===== src/rtl/smbus_tgt_pkg.sv =====
package smbus_tgt_pkg;
  localparam int unsigned EVT_W = 8;
  localparam logic [6:0] ARA_ADDR    = 7'b0001100;
  localparam logic [7:0] CTRL_PTR    = 8'h7C;
  localparam int unsigned INT_EN_BIT = 2;
  localparam logic [7:0] STATUS_PTR  = 8'h41;

  typedef enum logic [2:0] {
    ST_IDLE, ST_RX, ST_ACK, ST_TX, ST_TX_ACK, ST_IGNORE
  } bus_state_e;

  typedef enum logic [1:0] {
    RX_ADDR, RX_PTR, RX_DATA
  } rx_kind_e;
endpackage


===== src/rtl/smbus_line_filter.sv =====
module smbus_line_filter #(
  parameter int unsigned FILT_LEN = 3
) (
  input  logic clk_i,
  input  logic rst_ni,
  input  logic line_i,
  output logic line_o
);
  localparam int unsigned CW = $clog2(FILT_LEN + 1);

  logic [1:0]    sync_q;
  logic [CW-1:0] cnt_q;
  logic          line_q;

  always_ff @(posedge clk_i or negedge rst_ni) begin
    if (!rst_ni) begin
      sync_q <= 2'b11;
      cnt_q  <= '0;
      line_q <= 1'b1;
    end else begin
      sync_q <= {sync_q[0], line_i};
      if (sync_q[1] == line_q) begin
        cnt_q <= '0;
      end else if (cnt_q == CW'(FILT_LEN - 1)) begin
        line_q <= sync_q[1];
        cnt_q  <= '0;
      end else begin
        cnt_q <= cnt_q + 1'b1;
      end
    end
  end

  assign line_o = line_q;
endmodule


===== src/rtl/smbus_scl_timeout.sv =====
module smbus_scl_timeout #(
  parameter int unsigned LIMIT = 3000000
) (
  input  logic clk_i,
  input  logic rst_ni,
  input  logic scl_i,
  output logic expire_o
);
  localparam int unsigned CW = $clog2(LIMIT + 1);

  logic [CW-1:0] cnt_q;

  always_ff @(posedge clk_i or negedge rst_ni) begin
    if (!rst_ni)                    cnt_q <= '0;
    else if (scl_i)                 cnt_q <= '0;
    else if (cnt_q != CW'(LIMIT))   cnt_q <= cnt_q + 1'b1;
  end

  // single pulse once per low stretch
  assign expire_o = !scl_i && (cnt_q == CW'(LIMIT - 1));
endmodule


===== src/rtl/smbus_tgt_bus.sv =====
module smbus_tgt_bus
  import smbus_tgt_pkg::*;
#(
  parameter logic [6:0] OWN_ADDR = 7'h2E
) (
  input  logic       clk_i,
  input  logic       rst_ni,
  input  logic       scl_i,
  input  logic       sda_i,
  input  logic       timeout_i,
  input  logic       ara_ok_i,
  input  logic [7:0] reg_rdata_i,
  output logic       sda_pd_o,
  output logic       ara_ack_o,
  output logic       reg_wr_o,
  output logic       reg_rd_o,
  output logic [7:0] reg_addr_o,
  output logic [7:0] reg_wdata_o
);
  bus_state_e state_q, state_n;
  rx_kind_e   kind_q, kind_n;
  logic [3:0] cnt_q, cnt_n;
  logic [7:0] shift_q, shift_n;
  logic [7:0] ptr_q, ptr_n;
  logic       rnw_q, rnw_n;
  logic       ara_q, ara_n;
  logic       mack_q, mack_n;
  logic       pd_q, pd_n;
  logic       scl_q, sda_q;

  logic scl_rise, scl_fall, start_c, stop_c;
  logic [7:0] tx_byte;

  assign scl_rise = scl_i & ~scl_q;
  assign scl_fall = ~scl_i & scl_q;
  assign start_c  = scl_i & scl_q & sda_q & ~sda_i;
  assign stop_c   = scl_i & scl_q & ~sda_q & sda_i;
  assign tx_byte  = ara_q ? {OWN_ADDR, 1'b0} : reg_rdata_i;

  always_comb begin
    state_n   = state_q;
    kind_n    = kind_q;
    cnt_n     = cnt_q;
    shift_n   = shift_q;
    ptr_n     = ptr_q;
    rnw_n     = rnw_q;
    ara_n     = ara_q;
    mack_n    = mack_q;
    pd_n      = pd_q;
    ara_ack_o = 1'b0;
    reg_wr_o  = 1'b0;
    reg_rd_o  = 1'b0;

    if (timeout_i || stop_c) begin
      state_n = ST_IDLE;
      pd_n    = 1'b0;
    end else if (start_c) begin
      state_n = ST_RX;
      kind_n  = RX_ADDR;
      cnt_n   = '0;
      pd_n    = 1'b0;
    end else begin
      unique case (state_q)
        ST_RX: begin
          if (scl_rise && cnt_q < 4'd8) begin
            shift_n = {shift_q[6:0], sda_i};
            cnt_n   = cnt_q + 1'b1;
          end else if (scl_fall && cnt_q == 4'd8) begin
            state_n = ST_ACK;
            pd_n    = 1'b1;
            unique case (kind_q)
              RX_ADDR: begin
                if (shift_q[7:1] == OWN_ADDR) begin
                  rnw_n  = shift_q[0];
                  ara_n  = 1'b0;
                  kind_n = RX_PTR;
                end else if (shift_q[7:1] == ARA_ADDR && shift_q[0] && ara_ok_i) begin
                  rnw_n     = 1'b1;
                  ara_n     = 1'b1;
                  ara_ack_o = 1'b1;
                end else begin
                  state_n = ST_IGNORE;
                  pd_n    = 1'b0;
                end
              end
              RX_PTR: begin
                ptr_n  = shift_q;
                kind_n = RX_DATA;
              end
              default: reg_wr_o = 1'b1;
            endcase
          end
        end
        ST_ACK: begin
          if (scl_fall) begin
            cnt_n = '0;
            if (rnw_q) begin
              shift_n  = tx_byte;
              reg_rd_o = !ara_q;
              pd_n     = ~tx_byte[7];
              state_n  = ST_TX;
            end else begin
              pd_n    = 1'b0;
              state_n = ST_RX;
            end
          end
        end
        ST_TX: begin
          if (scl_fall) begin
            if (cnt_q == 4'd7) begin
              pd_n    = 1'b0;
              state_n = ST_TX_ACK;
            end else begin
              shift_n = {shift_q[6:0], 1'b0};
              pd_n    = ~shift_q[6];
              cnt_n   = cnt_q + 1'b1;
            end
          end
        end
        ST_TX_ACK: begin
          if (scl_rise) begin
            mack_n = ~sda_i;
          end else if (scl_fall) begin
            if (mack_q) begin
              shift_n  = tx_byte;
              reg_rd_o = !ara_q;
              pd_n     = ~tx_byte[7];
              cnt_n    = '0;
              state_n  = ST_TX;
            end else begin
              state_n = ST_IGNORE;
            end
          end
        end
        default: ;
      endcase
    end
  end

  always_ff @(posedge clk_i or negedge rst_ni) begin
    if (!rst_ni) begin
      state_q <= ST_IDLE;
      kind_q  <= RX_ADDR;
      cnt_q   <= '0;
      shift_q <= '0;
      ptr_q   <= '0;
      rnw_q   <= 1'b0;
      ara_q   <= 1'b0;
      mack_q  <= 1'b0;
      pd_q    <= 1'b0;
      scl_q   <= 1'b1;
      sda_q   <= 1'b1;
    end else begin
      state_q <= state_n;
      kind_q  <= kind_n;
      cnt_q   <= cnt_n;
      shift_q <= shift_n;
      ptr_q   <= ptr_n;
      rnw_q   <= rnw_n;
      ara_q   <= ara_n;
      mack_q  <= mack_n;
      pd_q    <= pd_n;
      scl_q   <= scl_i;
      sda_q   <= sda_i;
    end
  end

  assign sda_pd_o    = pd_q;
  assign reg_addr_o  = ptr_q;
  assign reg_wdata_o = shift_q;
endmodule


===== src/rtl/smbus_tgt_regs.sv =====
module smbus_tgt_regs
  import smbus_tgt_pkg::*;
#(
  parameter int unsigned NUM_SCRATCH = 4
) (
  input  logic             clk_i,
  input  logic             rst_ni,
  input  logic             wr_i,
  input  logic             rd_i,
  input  logic [7:0]       addr_i,
  input  logic [7:0]       wdata_i,
  input  logic             ara_ack_i,
  input  logic [EVT_W-1:0] evt_i,
  input  logic             mon_strobe_i,
  output logic [7:0]       rdata_o,
  output logic             ara_ok_o,
  output logic             int_en_o,
  output logic             alert_pd_o
);
  localparam int unsigned IW = (NUM_SCRATCH > 1) ? $clog2(NUM_SCRATCH) : 1;

  logic [7:0]       scratch_q [NUM_SCRATCH];
  logic [7:0]       ctrl_q;
  logic [EVT_W-1:0] status_q;
  logic             alert_q;
  logic             status_rd;

  for (genvar i = 0; i < NUM_SCRATCH; i++) begin : g_scratch
    always_ff @(posedge clk_i or negedge rst_ni) begin
      if (!rst_ni)                           scratch_q[i] <= '0;
      else if (wr_i && addr_i == 8'(i))      scratch_q[i] <= wdata_i;
    end
  end

  always_ff @(posedge clk_i or negedge rst_ni) begin
    if (!rst_ni) begin
      ctrl_q <= '0;
    end else if (ara_ack_i) begin
      ctrl_q[INT_EN_BIT] <= 1'b0;
    end else if (wr_i && addr_i == CTRL_PTR) begin
      ctrl_q <= wdata_i;
    end
  end

  assign status_rd = rd_i && addr_i == STATUS_PTR;

  always_ff @(posedge clk_i or negedge rst_ni) begin
    if (!rst_ni) status_q <= '0;
    else         status_q <= (status_rd ? '0 : status_q) | evt_i;
  end

  assign int_en_o = ctrl_q[INT_EN_BIT];
  assign ara_ok_o = int_en_o && (|status_q);

  // assert only on a monitoring strobe, hold while still qualified
  always_ff @(posedge clk_i or negedge rst_ni) begin
    if (!rst_ni) alert_q <= 1'b0;
    else         alert_q <= ara_ok_o && (alert_q || mon_strobe_i);
  end

  always_comb begin
    rdata_o = '0;
    if (addr_i < 8'(NUM_SCRATCH))  rdata_o = scratch_q[addr_i[IW-1:0]];
    else if (addr_i == CTRL_PTR)   rdata_o = ctrl_q;
    else if (addr_i == STATUS_PTR) rdata_o = 8'(status_q);
  end

  assign alert_pd_o = alert_q;
endmodule


===== src/rtl/smbus_alert_target.sv =====
module smbus_alert_target
  import smbus_tgt_pkg::*;
#(
  parameter logic [6:0]  OWN_ADDR    = 7'h2E,
  parameter int unsigned NUM_SCRATCH = 4,
  parameter int unsigned FILT_LEN    = 3,
  parameter int unsigned CLK_FREQ_HZ = 100000000,
  parameter int unsigned TIMEOUT_US  = 30000
) (
  input  logic             clk_i,
  input  logic             rst_ni,
  input  logic             scl_i,
  input  logic             sda_i,
  output logic             sda_pd_o,
  output logic             alert_pd_o,
  input  logic [EVT_W-1:0] evt_i,
  input  logic             mon_strobe_i
);
  localparam int unsigned TIMEOUT_CYCLES = (CLK_FREQ_HZ / 1000000) * TIMEOUT_US;
  localparam int unsigned NUM_LINES = 2;

  logic [NUM_LINES-1:0] raw_lines, filt_lines;
  logic       scl_f, sda_f, expire;
  logic       ara_ok, ara_ack, int_en;
  logic       reg_wr, reg_rd;
  logic [7:0] reg_addr, reg_wdata, reg_rdata;

  assign raw_lines = {sda_i, scl_i};

  for (genvar i = 0; i < NUM_LINES; i++) begin : g_filt
    smbus_line_filter #(.FILT_LEN(FILT_LEN)) i_filt (
      .clk_i (clk_i),
      .rst_ni(rst_ni),
      .line_i(raw_lines[i]),
      .line_o(filt_lines[i])
    );
  end

  assign scl_f = filt_lines[0];
  assign sda_f = filt_lines[1];

  smbus_scl_timeout #(.LIMIT(TIMEOUT_CYCLES)) i_timeout (
    .clk_i   (clk_i),
    .rst_ni  (rst_ni),
    .scl_i   (scl_f),
    .expire_o(expire)
  );

  smbus_tgt_bus #(.OWN_ADDR(OWN_ADDR)) i_bus (
    .clk_i      (clk_i),
    .rst_ni     (rst_ni),
    .scl_i      (scl_f),
    .sda_i      (sda_f),
    .timeout_i  (expire),
    .ara_ok_i   (ara_ok),
    .reg_rdata_i(reg_rdata),
    .sda_pd_o   (sda_pd_o),
    .ara_ack_o  (ara_ack),
    .reg_wr_o   (reg_wr),
    .reg_rd_o   (reg_rd),
    .reg_addr_o (reg_addr),
    .reg_wdata_o(reg_wdata)
  );

  smbus_tgt_regs #(.NUM_SCRATCH(NUM_SCRATCH)) i_regs (
    .clk_i       (clk_i),
    .rst_ni      (rst_ni),
    .wr_i        (reg_wr),
    .rd_i        (reg_rd),
    .addr_i      (reg_addr),
    .wdata_i     (reg_wdata),
    .ara_ack_i   (ara_ack),
    .evt_i       (evt_i),
    .mon_strobe_i(mon_strobe_i),
    .rdata_o     (reg_rdata),
    .ara_ok_o    (ara_ok),
    .int_en_o    (int_en),
    .alert_pd_o  (alert_pd_o)
  );
endmodule


===== config.mk =====
export PLATFORM = sky130hd
export DESIGN_NAME = smbus_alert_target
export DESIGN_NICKNAME = d
export VERILOG_FILES = /design/src/rtl/smbus_tgt_pkg.sv /design/src/rtl/smbus_line_filter.sv /design/src/rtl/smbus_scl_timeout.sv /design/src/rtl/smbus_tgt_bus.sv /design/src/rtl/smbus_tgt_regs.sv /design/src/rtl/smbus_alert_target.sv
export SDC_FILE = /design/constraint.sdc
export NUM_CORES = 1
export LEC_CHECK = 0
export BUFFER_PORTS_ARGS = -buffer_cell sky130_fd_sc_hd__buf_4
export CAP_MARGIN = 20
export CORE_UTILIZATION = 30
export CTS_BUF_LIST = sky130_fd_sc_hd__clkbuf_2 sky130_fd_sc_hd__clkbuf_4 sky130_fd_sc_hd__clkbuf_8
export CTS_CLUSTER_SIZE = 12
export DETAILED_ROUTE_END_ITERATION = 10
export GPL_ROUTABILITY_DRIVEN = 0
export PLACE_DENSITY_LB_ADDON = 0.25
export SLEW_MARGIN = 20
export SYNTH_ARGS = -nofsm -noshare
export SYNTH_HDL_FRONTEND = slang
export SYNTH_SLANG_ARGS = --single-unit
export TNS_END_PERCENT = 20

===== constraint.sdc =====
create_clock -name clk_i -period 3.1 [get_ports clk_i]
set_clock_uncertainty 0.1 [all_clocks]
set_input_delay 0.93 -clock clk_i [delete_from_list [all_inputs] [get_ports clk_i]]
set_output_delay 0.93 -clock clk_i [all_outputs]
set_load 0.01 [all_outputs]

**After elaboration in Yosys (flattened, before gate mapping)**

Cells that the tools add are included.

- Bits in registers: 112
- Bits in latches: 0
- Memory bits (writable): 0
- ROM bits: 0
- Input port bits: 13
- Output and inout bits: 2
- Word-level logic and storage cells: 234
- Memories kept: 0

- $add $sub $neg: 4
- $mul: 0
- Divide/modulo/power cells: 0
- $lt $le $gt $ge: 3
- Equality and inequality tests: 45
- Shift operators: 0
- Muxes and demuxes: 94
- Bitwise logic cells: 21
- Reduce and logical (&&, ||, !) cells: 41

Operators with widths:

| kind | number |
|---|---|
| $mux 8 | 15 |
| $mux 22 | 2 |
| $mux 3 | 14 |
| $mux 1 | 38 |
| $mux 4 | 8 |
| $pmux 8 s4 | 1 |
| $ne 4x1->1 const B | 6 |
| $add 22x1->22 const B | 1 |
| $eq 22x22->1 const B | 1 |
| $ne 22x22->1 const B | 1 |
| $mux 2 | 10 |
| $ne 3x1->1 const B | 6 |
| $bmux 8 s2 | 1 |
| $eq 8x2->1 const B | 2 |
| $eq 8x7->1 const B | 2 |
| $pmux 4 s4 | 1 |
| $reduce_and 8->1 | 2 |
| $ne 2x1->1 const B | 7 |
| $logic_and 1x1->1 | 13 |
| $not 1->1 | 12 |
| $pmux 3 s4 | 1 |
| $reduce_and 6->1 | 2 |
| $reduce_and 11->1 | 1 |
| $reduce_bool 2->1 | 5 |
| 41 further kinds | 56 |

**Depth between registers and ports, before layout**

- Depth after elaboration: 13
- Gate-level depth with buffers: 9
- Mapped depth without buffers: 8

**Modules after synthesis**

Synthesis repeated with hierarchy kept, for this count alone.

- Cell total of the unflattened synthesis: 485
- Area, all modules: 5696.7 um^2

Modules (own cells, without submodules):

| module | times used | cells each | area each (um^2) | sequential area each (um^2) |
|---|---|---|---|---|
| smbus_tgt_regs | 1 | 154 | 2321.0 | 1226.2 |
| smbus_tgt_bus | 1 | 181 | 1793.0 | 778.2 |
| smbus_scl_timeout | 1 | 130 | 1224.9 | 550.5 |
| smbus_line_filter | 2 | 10 | 178.9 | 128.9 |

**Least setup slack after synthesis**

No wires, ideal clock.

- Path kind: reg2reg
- From: register g_filt[1].i_filt.line_q
- To: register i_regs.scratch_q[27] (netlist bit)
- Setup time: 0.128 ns
- Arrival: 2.207 ns
- Data required time: 2.872 ns
- Setup slack: 0.666 ns
- Cell stages (with the launch flop): 8
- Path buffers: 2
- Period minus slack after synthesis: 2.434 ns
- Path through: dfstp_2 -> clkbuf_1 -> xnor2_2 -> o22ai_4 -> nor4_4 -> and4bb_1 -> buf_6 -> mux2_1

- Word-level cells in the longest chain between the ends: 5
- Elaborated cells on any way between the ends: 7
- Those cells by class: 2 x mux; 3 x bitwise; 2 x reduce/logical

Ends and longest elaborated chain:

| item | line | text |
|---|---|---|
| start, declared | smbus_line_filter.sv:13 | `logic line_q;` |
| start signal, assigned | smbus_line_filter.sv:25 | `line_q <= sync_q[1];` |
| $not 1->1 | smbus_tgt_bus.sv:36 | `assign start_c = scl_i & scl_q & sda_q & ~sda_i;` |
| $and 1x1->1 | smbus_tgt_bus.sv:36 |  |
| $mux 1 | smbus_tgt_bus.sv:57 | `end else if (start_c) begin` |
| $mux 1 (*) | smbus_tgt_bus.sv:54 | `if (timeout_i \|\| stop_c) begin` |
| $logic_and 1x1->1 (*) | smbus_tgt_regs.sv:31 | `else if (wr_i && addr_i == 8'(i)) scratch_q[i] <= wdata_i;` |
| end signal, assigned by index | smbus_tgt_regs.sv:31 |  |
| end, declared | smbus_tgt_regs.sv:22 | `logic [7:0] scratch_q [NUM_SCRATCH];` |

Mark *: on every way between the ends. The rest lies on a longest branch, timed or not.
A chain may end at the register's enable or synchronous reset.

**Worst setup path after layout**

- From: register g_filt[0].i_filt.line_q
- To: register i_bus.ptr_q[1], in the netlist i_bus.reg_addr_o[1]

- Word-level cells in the longest chain between the ends: 6
- Elaborated cells on any way between the ends: 17
- Those cells by class: 11 x bitwise; 6 x reduce/logical

Ends and longest elaborated chain:

| item | line | text |
|---|---|---|
| start, declared | smbus_line_filter.sv:13 |  |
| start signal, assigned | smbus_line_filter.sv:25 |  |
| $and 1x1->1 | smbus_tgt_bus.sv:36, smbus_tgt_bus.sv:37 |  |
| $and 1x1->1 (2 in a row) | smbus_tgt_bus.sv:37 | `assign stop_c = scl_i & scl_q & ~sda_q & sda_i;` |
| $logic_or 1x1->1 | smbus_tgt_bus.sv:54 |  |
| $not 1->1 (no line) | - |  |
| $reduce_and 6->1 (no line) (*) | - |  |
| end signal, assigned | smbus_tgt_bus.sv:158 | `ptr_q <= ptr_n;` |
| end, declared | smbus_tgt_bus.sv:24 | `logic [7:0] ptr_q, ptr_n;` |

Marked as above.

==> run_results.csv <==
group,metric,value,unit
outcome,outcome,"finished clean",
timing,fin_ws,0.562,ns
timing,relSlewSlack,55.5,%
timing,worst_pin_slew,0.666,ns
place,dpl.hpwl,8640,um
clock_network,cts_sinks,112,
critical_path,cp-start-kind,"register",
timing,max_freq,0.394,GHz
floorplan,initial_core_util,30.8,%
floorplan,io_pins,15,
clock_network,path_clk_slew,0.10,ns
clock_network,clk_latency,0.39,ns
synthesis,yosysUniqueCellTypes,75,
pwr,finalPower,0.00374,W
global_route,grt_pass1_wl,20100,um
routing,ant_nets,0,
synthesis,async_flop_share,100,%
timing,period_needed,2.54,ns
cells_and_area,n_antenna_cell,0,
hold_path,worst_hold_path_type,"register to register",
timing,tns,0,ns
timing,setup_violations,0,
clock_network,cts_hold_buf,0,
critical_path,cp.buffers_inverters,0,
timing,final-max-slew-violation-count,0,
timing,rsz0062_at_grt,"false",
synthesis,synth_area,0.00555,sq mm
clock_network,max-clock-path-buffers,2,
global_route,grt_pass1_vias,3805,
cells_and_area,nNetsFinal,505,
synthesis,syn_inst,471,
critical_path,path_max_fanout,15,
cells_and_area,mostFrequentLayoutCells,"dfrtp_1 (104), nor2_1 (39), mux2_2 (31), buf_4 (25)",
place,dp_worst_setup_slack,0.541,ns
pwr,ir_drop,0.208,mV
routing,viasPerCell,5.16,
place,io_buffers,14,
cells_and_area,area_delta_synth_final,11.4,%
floorplan,rows,49,
synthesis,yosysWarnings,0,
global_route,grt.overflow.total,0,
critical_path,crit_chain,"nor3b_2 > nand4_2 > o22ai_4 > nor3_2 > and3_1 > mux2_2",
routing,drtIter0Drc,300,
global_route,grt_max_degree,51,
critical_path,worstSetupEndpointType,"register",
routing,first_pass_iters,4,
routing,drc,0,
floorplan,die_area,0.0191,sq mm
global_route,track_usage,13.3,%
pwr,power_density,604,mW/mm^2
routing,wirelength,12000,um
critical_path,critPathKind,"register to register",
job,maxCapViolCount,0,
clock_network,cts_root_buffer,"clkbuf_8",
synthesis,synth_nets,488,
cells_and_area,final_common_cell,"dfrtp_1",
pwr,leakage,2.68,nW
timing,fin_crit_sh,81.9,%
global_route,grt_antenna_before_repair,0,
floorplan,core,0.0180,sq mm
clock_network,ctsResizeCount,0,
synthesis,ys.flop_type,"dfrtp_1",
synthesis,ys_seq_area_share,50.6,%
floorplan,die_w,138,um
cells_and_area,fin_util,34.3,%
critical_path,cp.required,3.28,ns
critical_path,cp.arrival,2.71,ns
synthesis,ys_ff_latch,112,
routing,wire_per_inst,16.6,um
clock_network,cts_setup_buffers,0,
clock_network,h-tree-depth,3,
synthesis,syn_avg_cell_area,11.8,sq um
floorplan,die_y,138,um
synthesis,synth_edf_count,0,
routing,route.vias.total,3727,
cells_and_area,final_layout_size_suffix_gt1_share,22.7,%
timing,hold_viol,0,
clock_network,cts_tree,"done",
clock_network,cts-buffers-inserted,9,
critical_path,cpMaxStageDelayCell,"dfstp_2",
critical_path,crit_path_max_incr_delay,0.70,ns
cells_and_area,fill_cells,1818,
critical_path,critPathTopFamily,"simple AND/OR/NAND/NOR gates",
==> cells in the mapped netlist (3+ instances only) <==
| cell type | count | share of area, % |
|---|---|---|
| xor2_1 | 12 | 1.9 |
| a22oi_1 | 3 | 0.41 |
| and3_1 | 3 | 0.34 |
| dfstp_2 | 8 | 3.8 |
| nor2b_1 | 4 | 0.45 |
| nor3b_1 | 4 | 0.54 |
| nor2_1 | 39 | 2.6 |
| a22o_1 | 3 | 0.47 |
| clkbuf_1 | 7 | 0.47 |
| xnor2_1 | 7 | 1.1 |
| mux2_1 | 21 | 4.3 |
| nand4_1 | 11 | 1.2 |
| o21ai_0 | 13 | 1.2 |
| nor4_1 | 6 | 0.68 |
| a311oi_1 | 3 | 0.47 |
| buf_2 | 9 | 0.81 |
| and2_1 | 3 | 0.34 |
| nor3_1 | 10 | 0.90 |
| mux4_2 | 8 | 3.2 |
| nand2b_1 | 7 | 0.79 |
| mux2i_1 | 4 | 0.72 |
| or3_1 | 6 | 0.68 |
| and4b_1 | 3 | 0.54 |
| nand2_1 | 21 | 1.4 |
| a21oi_1 | 13 | 1.2 |
| ha_1 | 4 | 0.90 |
| dfrtp_1 | 104 | 47 |
| inv_1 | 15 | 1.0 |
| nand3_1 | 13 | 1.2 |
| mux2_2 | 31 | 6.3 |
| a21o_1 | 11 | 1.5 |
| a31oi_1 | 3 | 0.34 |
| nand3b_1 | 4 | 0.54 |
| o31ai_1 | 4 | 0.54 |
==> registers in the layout, indices dropped and copies added, names as in the netlist <==
register	cells
i_bus.scl_q	1
i_regs.alert_pd_o	1
g_filt.i_filt.sync_q	4
i_regs.ctrl_q	8
i_bus.sda_q	1
i_regs.status_q	8
i_bus.reg_addr_o	8
i_bus.cnt_q	4
g_filt.i_filt.cnt_q	4
g_filt.i_filt.line_o	2
i_regs.scratch_q	32
i_bus.reg_wdata_o	8
i_timeout.cnt_q	22
i_bus.state_q	3
i_bus.mack_q	1
i_bus.ara_q	1
i_bus.kind_q	2
i_bus.sda_pd_o	1
i_bus.rnw_q	1
==> per-layer routing <==
metal  wire [um]  GRT usage [%]  part of all wire [%]  vias to the layer above
met5           0              0                     0                        -
met3         340           1.73                   2.8                       14
met1        5870           18.8                    49                     1875
met4         227           6.02                   1.9                        0
met2        5530           20.2                    46                       71
li1            -              -                     -                     1767
==> worst paths after layout <==
check	startpoint	to	slack, ns	cells past startpoint
setup / recovery	g_filt[0].i_filt.line_o	i_bus.reg_addr_o[1]	0.56	6
hold / removal	g_filt[1].i_filt.sync_q[0]	g_filt[1].i_filt.sync_q[1]	0.26	0
setup reg to reg	g_filt[0].i_filt.line_o	i_bus.reg_addr_o[1]	0.56	6
hold reg to reg	g_filt[1].i_filt.sync_q[0]	g_filt[1].i_filt.sync_q[1]	0.26	0
max in group asynchronous	rst_ni	i_bus.sda_q	1.84	2
min in group asynchronous	rst_ni	i_timeout.cnt_q[9]	0.38	1
==> stage by stage <==
step | std cells | hold WS (ns) | cell area, sq um
global placement | 706 | 0.246 | 5960
detailed placement | 706 | 0.248 | 5960
global route | 722 | 0.268 | 6190
CTS | 722 | 0.264 | 6190
floorplan | 471 | 0.245 | 5550
finish | 722 | 0.262 | 6190
==> worst reg2reg max path, cell delays in order (launching register included) <==
cell and delay (ns):
dfstp_2 0.70, nor3b_2 0.09, nand4_2 0.15, o22ai_4 0.13, nor3_2 0.43, and3_1 0.46, mux2_2 0.39
==> where the power goes <==
part | switching, W | leakage, nW | internal, W
logic | 0.000467 | 1.10 | 0.000356
clock network | 0.000535 | 0.115 | 0.000473
registers | 0.000278 | 1.46 | 0.00163
==> cells by family (layout without fill, tap and decap cells) <==
kind of cell / after synthesis / in the layout / synth area share [%]
AOI/OAI and AO/OA: 79 / 79 / 10.3
xor gates and xnor gates: 20 / 20 / 3.29
adders and majority gates: 4 / 4 / 0.901
buffers and inverters: 36 / 58 / 2.84
DFF: 112 / 112 / 50.6
muxes: 64 / 64 / 14.5
and+or+nand+nor: 156 / 156 / 17.6
==> area by class of cell <==
| type | count | area (sq um) | share of cell area, % |
|---|---|---|---|
| clock inverters | 7 | 110 | 1.78 |
| multi-input cells | 323 | 2590 | 41.8 |
| flip-flops and latches | 112 | 2810 | 45.4 |
| clock buffers | 9 | 124 | 2.00 |
| well taps | 229 | 287 | 4.63 |
| repair buffers | 26 | 208 | 3.36 |
| inverters | 16 | 60.1 | 0.970 |
(Power assumes the default switching activity.)
